$ cat src/rtl/tmr_pkg.sv
package tmr_pkg;

   typedef enum logic [1:0] {
      TMR_FREERUN = 2'd0,
      TMR_PULSEW  = 2'd1,
      TMR_OTHER_A = 2'd2,
      TMR_OTHER_B = 2'd3
   } tmr_mode_e;

   // overflow is reported only in these two modes
   function automatic logic mode_reports_ovf(input tmr_mode_e m);
      return (m == TMR_FREERUN) || (m == TMR_PULSEW);
   endfunction

   // capture selects apply only while free-running
   function automatic logic mode_allows_capture(input tmr_mode_e m);
      return (m == TMR_FREERUN);
   endfunction

endpackage

$ cat src/rtl/tmr_counter.sv
module tmr_counter #(
   parameter int CNT_W = 16
) (
   input  logic             clk,
   input  logic             rst_n,
   input  logic             cnt_en,
   output logic [CNT_W-1:0] cnt,
   output logic             wrap
);

   localparam logic [CNT_W-1:0] CNT_MAX = {CNT_W{1'b1}};

   if (CNT_W < 2) begin : g_bad_width
      $error("tmr_counter: CNT_W must be at least 2");
   end

   always_ff @(posedge clk or negedge rst_n) begin
      if (!rst_n)       cnt <= '0;
      else if (!cnt_en) cnt <= '0;
      else              cnt <= cnt + 1'b1;
   end

   // this edge takes the count from all ones back to zero
   assign wrap = cnt_en && (cnt == CNT_MAX);

   p_hold_zero_r1: assert property (@(posedge clk) disable iff (!rst_n)
      !cnt_en |=> (cnt == '0));

   p_step_r1: assert property (@(posedge clk) disable iff (!rst_n)
      cnt_en |=> (cnt == CNT_W'($past(cnt) + 1'b1)));

endmodule

$ cat src/rtl/tmr_option_reg.sv
module tmr_option_reg
   import tmr_pkg::*;
#(
   parameter int NUM_CH = 4
) (
   input  logic              clk,
   input  logic              rst_n,
   input  logic              cnt_en,
   input  tmr_mode_e         mode,
   input  logic              wr_opt,
   input  logic [7:0]        wdata,
   input  logic              wrap,
   output logic [NUM_CH-1:0] sel,
   output logic              ovf_flag,
   output logic              ovf_irq,
   output logic [7:0]        opt_byte
);

   localparam int SEL_LSB = 4;
   localparam int OVF_BIT = 0;

   if (NUM_CH < 1 || SEL_LSB + NUM_CH > 8) begin : g_bad_ch
      $error("tmr_option_reg: select bits must fit in bits 7..4");
   end

   logic set_evt;
   assign set_evt = wrap && mode_reports_ovf(mode);

   // select bits: writable only while the counter is stopped
   always_ff @(posedge clk or negedge rst_n) begin
      if (!rst_n)                 sel <= '0;
      else if (wr_opt && !cnt_en) sel <= wdata[SEL_LSB +: NUM_CH];
   end

   // sticky flag: set by a reported wrap, cleared by a written 0 or by disable
   always_ff @(posedge clk or negedge rst_n) begin
      if (!rst_n)                         ovf_flag <= 1'b0;
      else if (!cnt_en)                   ovf_flag <= 1'b0;
      else if (set_evt)                   ovf_flag <= 1'b1;
      else if (wr_opt && !wdata[OVF_BIT]) ovf_flag <= 1'b0;
   end

   always_ff @(posedge clk or negedge rst_n) begin
      if (!rst_n) ovf_irq <= 1'b0;
      else        ovf_irq <= set_evt && !ovf_flag;
   end

   always_comb begin
      opt_byte = '0;
      opt_byte[SEL_LSB +: NUM_CH] = sel;
      opt_byte[OVF_BIT] = ovf_flag;
   end

   p_ovf_set_r3: assert property (@(posedge clk) disable iff (!rst_n)
      (wrap && mode_reports_ovf(mode)) |=> ovf_flag);

   p_ovf_mode_r3: assert property (@(posedge clk) disable iff (!rst_n)
      $rose(ovf_flag) |-> $past(wrap && mode_reports_ovf(mode)));

   p_irq_on_rise_r4: assert property (@(posedge clk) disable iff (!rst_n)
      $rose(ovf_flag) |-> ovf_irq);

   p_irq_single_r4: assert property (@(posedge clk) disable iff (!rst_n)
      ovf_irq |=> !ovf_irq);

   p_flag_disable_r6: assert property (@(posedge clk) disable iff (!rst_n)
      !cnt_en |=> !ovf_flag);

   p_write_one_r5: assert property (@(posedge clk) disable iff (!rst_n)
      (!ovf_flag && wr_opt && wdata[OVF_BIT] && !wrap) |=> !ovf_flag);

   p_sel_locked_r7: assert property (@(posedge clk) disable iff (!rst_n)
      cnt_en |=> $stable(sel));

endmodule

$ cat src/rtl/tmr_channel.sv
module tmr_channel #(
   parameter int CNT_W = 16
) (
   input  logic             clk,
   input  logic             rst_n,
   input  logic             cnt_en,
   input  logic             cap_mode,
   input  logic             trig,
   input  logic [CNT_W-1:0] cnt,
   input  logic             wr,
   input  logic [CNT_W-1:0] wdata,
   output logic [CNT_W-1:0] ccr,
   output logic             match
);

   logic trig_q;
   logic trig_rise;

   always_ff @(posedge clk or negedge rst_n) begin
      if (!rst_n) trig_q <= 1'b0;
      else        trig_q <= trig;
   end

   assign trig_rise = trig && !trig_q;

   // a capture event takes priority over a software write in the same cycle
   always_ff @(posedge clk or negedge rst_n) begin
      if (!rst_n)                     ccr <= '0;
      else if (cap_mode && trig_rise) ccr <= cnt;
      else if (wr)                    ccr <= wdata;
   end

   always_ff @(posedge clk or negedge rst_n) begin
      if (!rst_n) match <= 1'b0;
      else        match <= cnt_en && !cap_mode && (cnt == ccr);
   end

   p_match_pulse_r9: assert property (@(posedge clk) disable iff (!rst_n)
      match |=> !match);

   p_cap_no_match_r9: assert property (@(posedge clk) disable iff (!rst_n)
      cap_mode |=> !match);

   p_cap_latch_r10: assert property (@(posedge clk) disable iff (!rst_n)
      (cap_mode && trig_rise) |=> (ccr == $past(cnt)));

   p_no_cap_off_r8: assert property (@(posedge clk) disable iff (!rst_n)
      (!cap_mode && !wr) |=> $stable(ccr));

endmodule

$ cat src/rtl/fr_cc_timer.sv
module fr_cc_timer
   import tmr_pkg::*;
#(
   parameter int CNT_W  = 16,
   parameter int NUM_CH = 4,
   parameter int DATA_W = 16,
   parameter int REG_AW = 3
) (
   input  logic              clk,
   input  logic              rst_n,
   input  logic              cnt_en,
   input  logic [1:0]        mode,
   input  logic [NUM_CH-1:0] cap_trig,
   input  logic              reg_wr,
   input  logic [REG_AW-1:0] reg_addr,
   input  logic [DATA_W-1:0] reg_wdata,
   output logic [DATA_W-1:0] reg_rdata,
   output logic [NUM_CH-1:0] cmp_match,
   output logic              ovf_irq
);

   localparam int OPT_ADDR = 0;
   localparam int CNT_ADDR = 1;
   localparam int CH_BASE  = 4;

   if (CNT_W > DATA_W) begin : g_bad_data
      $error("fr_cc_timer: CNT_W must not exceed DATA_W");
   end
   if (DATA_W < 8) begin : g_bad_opt
      $error("fr_cc_timer: DATA_W must hold the 8-bit option register");
   end
   if (CH_BASE + NUM_CH > (1 << REG_AW)) begin : g_bad_map
      $error("fr_cc_timer: channel addresses exceed the address space");
   end

   tmr_mode_e         mode_e;
   logic [CNT_W-1:0]  cnt;
   logic              wrap;
   logic              wr_opt;
   logic [NUM_CH-1:0] sel;
   logic [NUM_CH-1:0] cap_eff;
   logic              ovf_flag;
   logic [7:0]        opt_byte;
   logic [CNT_W-1:0]  ccr [NUM_CH];

   assign mode_e = tmr_mode_e'(mode);
   assign wr_opt = reg_wr && (reg_addr == REG_AW'(OPT_ADDR));

   tmr_counter #(.CNT_W(CNT_W)) u_cnt (
      .clk    (clk),
      .rst_n  (rst_n),
      .cnt_en (cnt_en),
      .cnt    (cnt),
      .wrap   (wrap)
   );

   tmr_option_reg #(.NUM_CH(NUM_CH)) u_opt (
      .clk      (clk),
      .rst_n    (rst_n),
      .cnt_en   (cnt_en),
      .mode     (mode_e),
      .wr_opt   (wr_opt),
      .wdata    (reg_wdata[7:0]),
      .wrap     (wrap),
      .sel      (sel),
      .ovf_flag (ovf_flag),
      .ovf_irq  (ovf_irq),
      .opt_byte (opt_byte)
   );

   for (genvar i = 0; i < NUM_CH; i++) begin : g_ch
      logic ch_wr;
      assign ch_wr      = reg_wr && (reg_addr == REG_AW'(CH_BASE + i));
      assign cap_eff[i] = sel[i] && mode_allows_capture(mode_e);

      tmr_channel #(.CNT_W(CNT_W)) u_ch (
         .clk      (clk),
         .rst_n    (rst_n),
         .cnt_en   (cnt_en),
         .cap_mode (cap_eff[i]),
         .trig     (cap_trig[i]),
         .cnt      (cnt),
         .wr       (ch_wr),
         .wdata    (reg_wdata[CNT_W-1:0]),
         .ccr      (ccr[i]),
         .match    (cmp_match[i])
      );
   end

   always_comb begin
      reg_rdata = '0;
      if (reg_addr == REG_AW'(OPT_ADDR)) reg_rdata[7:0] = opt_byte;
      if (reg_addr == REG_AW'(CNT_ADDR)) reg_rdata[CNT_W-1:0] = cnt;
      for (int k = 0; k < NUM_CH; k++) begin
         if (reg_addr == REG_AW'(CH_BASE + k)) reg_rdata[CNT_W-1:0] = ccr[k];
      end
   end

   p_match_gated_r9: assert property (@(posedge clk) disable iff (!rst_n)
      !cnt_en |=> (cmp_match == '0));

   p_irq_mode_r4: assert property (@(posedge clk) disable iff (!rst_n)
      !mode_reports_ovf(mode_e) |=> !ovf_irq);

   p_rst_opt_r2: assert property (@(posedge clk)
      !rst_n |-> (opt_byte == 8'h00));

endmodule

$ cat config.mk
export PLATFORM = sky130hd
export DESIGN_NAME = fr_cc_timer
export DESIGN_NICKNAME = d
export VERILOG_FILES = /design/src/rtl/tmr_pkg.sv /design/src/rtl/tmr_counter.sv /design/src/rtl/tmr_option_reg.sv /design/src/rtl/tmr_channel.sv /design/src/rtl/fr_cc_timer.sv
export SDC_FILE = /design/constraint.sdc
export NUM_CORES = 1
export LEC_CHECK = 0
export BUFFER_PORTS_ARGS = -buffer_cell sky130_fd_sc_hd__buf_2
export CAP_MARGIN = 20
export CORE_ASPECT_RATIO = 2
export CORE_UTILIZATION = 45
export DETAILED_ROUTE_END_ITERATION = 10
export PLACE_DENSITY_LB_ADDON = 0.15
export SYNTH_ARGS = -nofsm -noshare
export SYNTH_HDL_FRONTEND = slang
export SYNTH_SLANG_ARGS = --single-unit
$ cat constraint.sdc
create_clock -name clk -period 1.36 [get_ports clk]
set_input_delay 0 -clock clk [delete_from_list [all_inputs] [get_ports clk]]
set_output_delay 0 -clock clk [all_outputs]
set_load 0.05 [all_outputs]
-- After elaboration in Yosys (flattened, before gate mapping)
Index checks and enable logic that the tools add are counted.
Widths: inputs -> output; s select.
- output and inout port bits: 21
- input port bits: 29
- word-level logic and storage cells: 95
- register bits after elaboration: 94
- multiplexer cells: 18
- reductions and logical operators: 48
- add/subtract/negate cells: 1
- equality and inequality tests: 12
- operator list (cell ; count):
    $mux 16 ; 14
    $eq 16x16->1 ; 4
    $logic_and 1x1->1 ; 30
    $add 16x1->16 const B ; 1
    $eq 16x16->1 const B ; 1
    $eq 3x3->1 const B ; 4
    $logic_not 1->1 ; 11
    $mux 8 ; 1
    $reduce_bool 2->1 ; 4
    $eq 3x1->1 const B ; 1
    $logic_not 3->1 ; 1
    $mux 1 ; 3
    $ne 3x1->1 const B ; 1
    $eq 2x1->1 const B ; 1
    $logic_not 2->1 ; 1
    $logic_or 1x1->1 ; 1

-- Longest topological paths before layout
- word-level depth: 7
- gate-level depth with buffers: 6
- mapped depth without buffers: 5

-- Cells and area by module
A second synthesis with hierarchy kept.
- cell total of the unflattened synthesis: 579
- area total of the unflattened synthesis: 5834.3 um2
- modules (own cells, without submodules) (module ; cells an instance ; instances ; area each (um2) ; sequential area each (um2)):
    tmr_channel ; 94 ; 4 ; 970.9 ; 450.4
    tmr_counter ; 79 ; 1 ; 844.6 ; 400.4
    fr_cc_timer ; 99 ; 1 ; 788.3 ; 0.0
    tmr_option_reg ; 25 ; 1 ; 317.8 ; 150.1

-- Least setup slack after synthesis
No wires, ideal clock.
- kind: register -> output
- start: register u_cnt.cnt[0]
- end: output reg_rdata[0]
- path buffers: 1
- cell stages (with the launch flop): 6
- arrival: 1.879 ns
- path slack: -0.519 ns
- required time: 1.360 ns
- cell sequence: dfrtp_1 -> buf_2 -> mux2i_1 -> nor2_1 -> a31oi_1 -> o21ai_0
- word-level cells in the longest chain between the ends: 5
- ends and longest elaborated chain (item ; line ; text):
    from (decl) ; tmr_counter.sv:7 ; output logic [CNT_W-1:0] cnt,
    from (signal assigned) ; tmr_counter.sv:20 ; else cnt <= cnt + 1'b1;
    $mux 16 ; fr_cc_timer.sv:93 ; if (reg_addr == REG_AW'(CNT_ADDR)) reg_rdata[CNT_W-1:0] = cnt;
    $mux 16 (4 in series) ; fr_cc_timer.sv:95 ; if (reg_addr == REG_AW'(CH_BASE + k)) reg_rdata[CNT_W-1:0] = ccr[k];
    to (decl) ; fr_cc_timer.sv:17 ; output logic [DATA_W-1:0] reg_rdata,
Every way passes these cells.

-- Final worst setup path
- start: register u_cnt.cnt[6]
- end: output reg_rdata[6]
Same word-level chain as after synthesis.

==> metrics.md <==
| Metric | Value |
|---|---|
| Utilization after layout | `64.6%` |
| Fraction of layout cells with a size suffix above 1 | `40.1%` |
| Crit Path Class | `reg -> out` |
| Vias per cell | `5.83` |
| Largest net degree at the start of global routing | `41` |
| Pwr Density | `1330 mW/mm^2` |
| First-pass GRT wire length | `31000 microns` |
| Yosys reg bits | `94` |
| Switch share | `35.8%` |
| Warnings from Yosys | `0` |
| HPWL after DPL | `13700 microns` |
| Failing checks | `setup timing` |
| Yosys top cell by area | `dfrtp_1` |
| Die H | `162 microns` |
| DR iter-0 viols | `430` |
| Clock Latency Late Sink | `0.35 ns` |
| Worst-path clk slew | `0.07 ns` |
| Syn Inst Count | `574` |
| GRT overflow | `0` |
| GRT Max-Usage Layer | `met2` |
| CTS Buffer Depth | `2` |
| Fin crit period | `1.70 ns` |
| Register area share after synthesis | `40.8%` |
| Vias in the first global route | `5428` |
| M2 GR Usage | `55.4%` |
| Worst Tran Pin Value | `0.565 ns` |
| DR pass1 iterations | `4` |
| Filler cells | `1014` |
| Worst hold path type | `in -> reg` |
| Critical Path RT | `1.36 ns` |
| Place WS | `-0.359 ns` |
| Core ar. | `0.0126 sq mm` |
| Met1 Resource Use GR | `34.7%` |
| R2r setup slk | `-0.25 ns` |
| Initial core utilization | `45.9%` |
| R2R cell count | `6` |
| Max frequency | `0.589 GHz` |
| VDD IR max | `0.000975 V` |
| Boundary Pins | `50` |
| Setup ws final | `-0.339 ns` |
| Status | `finished, violations left` |
| Final #Nets | `755` |
| Mapped cell area | `0.00577 sq mm` |
| Worst Setup End Kind | `output port` |
| Pint | `6.93 mW` |
| Commonest non-fill, non-tap cell in the layout | `buf_4` |
| Register area | `0.00237 sq mm` |
| Area occupied by multi-input gates | `0.00353 sq mm` |
| Root Driver | `clkbuf_16` |
| Sequential share of power | `38.5%` |
| Total Power | `10.8 mW` |
| Crit path to | `reg_rdata[6]` |
| Max-slew violations | `0` |
| Post-synth cell types | `40` |
| Clock tree sinks | `94` |
| Fin. Hold Viols | `0` |
| Avg WL per Cell | `23.1 microns` |
| Routed vias | `5132` |
| Rows | `58` |
| Initial antenna violation count | `1` |
| Remaining DRCs | `0` |
| Setup TNS | `-4.22 ns` |
| Routed WL | `20300 microns` |
| M3 GR Usage | `5.00%` |
| H-tree depth | `3` |
| CTS buffer count | `9` |
| Die Area | `0.0133 sq mm` |
| Most frequent cells in the layout | `buf_4 (97), mux2i_1 (80), dfrtp_1 (80)` |
| Setup violators final | `33` |
| CP max FO | `2` |
| Antenna-violating nets left | `0` |
| RSZ-0062 raised after global routing | `true` |
| Die Span X | `82.1 microns` |
| Setup crit start kind | `flop` |
| Total GRT Usage | `32.8%` |
| Final period util | `125%` |
| CP Data Arrival Time | `1.70 ns` |
| Clock skew | `0.00846 ns` |
| Max cap viols | `0` |
| Syn Area/Cell | `10.0 sq um` |
| NetSw | `3.87 mW` |
| CTS tree | `built` |
| Synth Net Count | `604` |
| Slew headroom | `62.2%` |
| Yosys top cell area share | `40.8%` |
| Synth-to-layout area growth | `40.7%` |
| Worst R2R Start | `u_cnt.cnt[6]` |
| Largest cells by area after synthesis | `dfrtp_1 (41%), mux2i_1 (14%), xnor2_1 (7.9%)` |
| GPL Wtd Cong | `0.950` |
| LEAKAGE | `4.06 nW` |
| Logic gate share of total power | `38.0%` |
| Port bufs | `49` |
| Crit path launch | `u_cnt.cnt[6]` |
| R2R Path End | `g_ch[3].u_ch.match` |
| Clock share of power | `23.5%` |
## timing repair
action | CTS | global route
resized for setup | 121 | 29
pin swaps | 34 | 35
hold endpoints to repair | 81 | 0
hold buffers | 8 | 0
buffers inserted | 46 | 13
endpoints found under the setup margin | 32 | 47
## metrics by stage
stage | cells | area (sq um) | hold slack [ns]
after floorplan | 574 | 5780 | -0.296
after global placement | 800 | 6660 | -0.0212
after detailed placement | 800 | 6660 | -0.0256
after CTS | 870 | 7870 | 0.000965
after global routing | 881 | 8120 | 0.00773
final | 881 | 8120 | 0.00679
## worst max-delay path: stages, from the launching register on
cell and delay, ns:
dfrtp_2 0.43, buf_12 0.13, mux4_2 0.47, inv_2 0.07
o22ai_2 0.09, buf_6 0.17
## sequential cells by signal, indices dropped and copies added (netlist names)
signal / flops
g_ch.u_ch.ccr: 64
g_ch.u_ch.match: 4
g_ch.u_ch.trig_q: 4
u_cnt.cnt: 16
u_opt.ovf_flag: 1
u_opt.ovf_irq: 1
u_opt.sel: 4
## power by group through the flow
stage	Sequential, mW	Clock, mW	Combinational (mW)
floorplan	4.00	0	2.20
global placement	4.23	0	3.04
detailed placement	4.27	0	3.08
CTS	4.13	2.58	3.86
global route	4.23	2.68	4.36
finish	4.16	2.54	4.10
## how the worst min path moves through the flow
stage                 startpoint             endpoint  slack (ns)  cells after the start
floorplan                  rst_n  g_ch[0].u_ch.ccr[0]       -0.30                      0
detailed placement         rst_n        u_cnt.cnt[15]       -0.03                      1
global route        reg_wdata[2]  g_ch[2].u_ch.ccr[2]       0.008                      3
global placement           rst_n  g_ch[1].u_ch.trig_q       -0.02                      1
CTS                 reg_wdata[6]         u_opt.sel[2]       0.001                      2
finish              reg_wdata[2]  g_ch[1].u_ch.ccr[2]       0.007                      3
## cell usage after synthesis
cell type,number
mux4_2,4
a21boi_0,2
clkbuf_1,12
ha_1,1
or3_1,2
a22oi_1,11
nor2_1,68
nor2b_1,3
o22ai_1,15
nor4_2,2
nand3b_1,1
and2_1,12
clkbuf_4,1
nor3b_2,1
nand2_1,7
o21ai_0,5
nand3_1,9
dfrtp_1,94
nand4b_1,5
a31oi_1,1
buf_6,1
a2111oi_0,1
buf_2,23
nor3_1,4
inv_1,7
buf_12,1
xor2_1,24
nand4_1,12
nand4_4,1
buf_4,13
nand2b_4,1
xnor2_1,52
a21oi_1,66
mux2_2,15
mux2i_1,81
nand3_2,1
nor4_1,10
nand4_2,3
and3_1,1
a2111oi_2,1
## kinds of logic (layout without fill, tap and decap cells)
| kind of cell | Yosys count | after routing | synth area share, % |
|---|---|---|---|
| AO/OA/AOI/OAI | 102 | 102 | 10.0 |
| XOR/XNOR | 76 | 76 | 11.5 |
| adder cells (fa/ha/maj) | 1 | 1 | 0.217 |
| buffers and inverters | 58 | 214 | 5.60 |
| flip-flops | 94 | 94 | 40.8 |
| multiplexers | 100 | 100 | 18.5 |
| other | 0 | 1 | 0 |
| AND/OR/NAND/NOR | 143 | 143 | 13.3 |
## metal layers
layer / share of wire, % / wire length (microns)
met1: 36 / 7250
met2: 52 / 10600
met3: 4.2 / 856
met4: 8.0 / 1630
met5: 0 / 0
## layout make-up
class | count | share of cell area [%]
Multi-Input combinational cell | 422 | 43.5
Clock inverter | 6 | 0.755
Tap cell | 150 | 2.31
Inverter | 7 | 0.324
Clock buffer | 10 | 2.82
Antenna cell | 1 | 0.0308
Sequential cell | 94 | 29.2
Timing Repair Buffer | 191 | 21.1
Note: power is estimated with default switching activity, not from simulation.
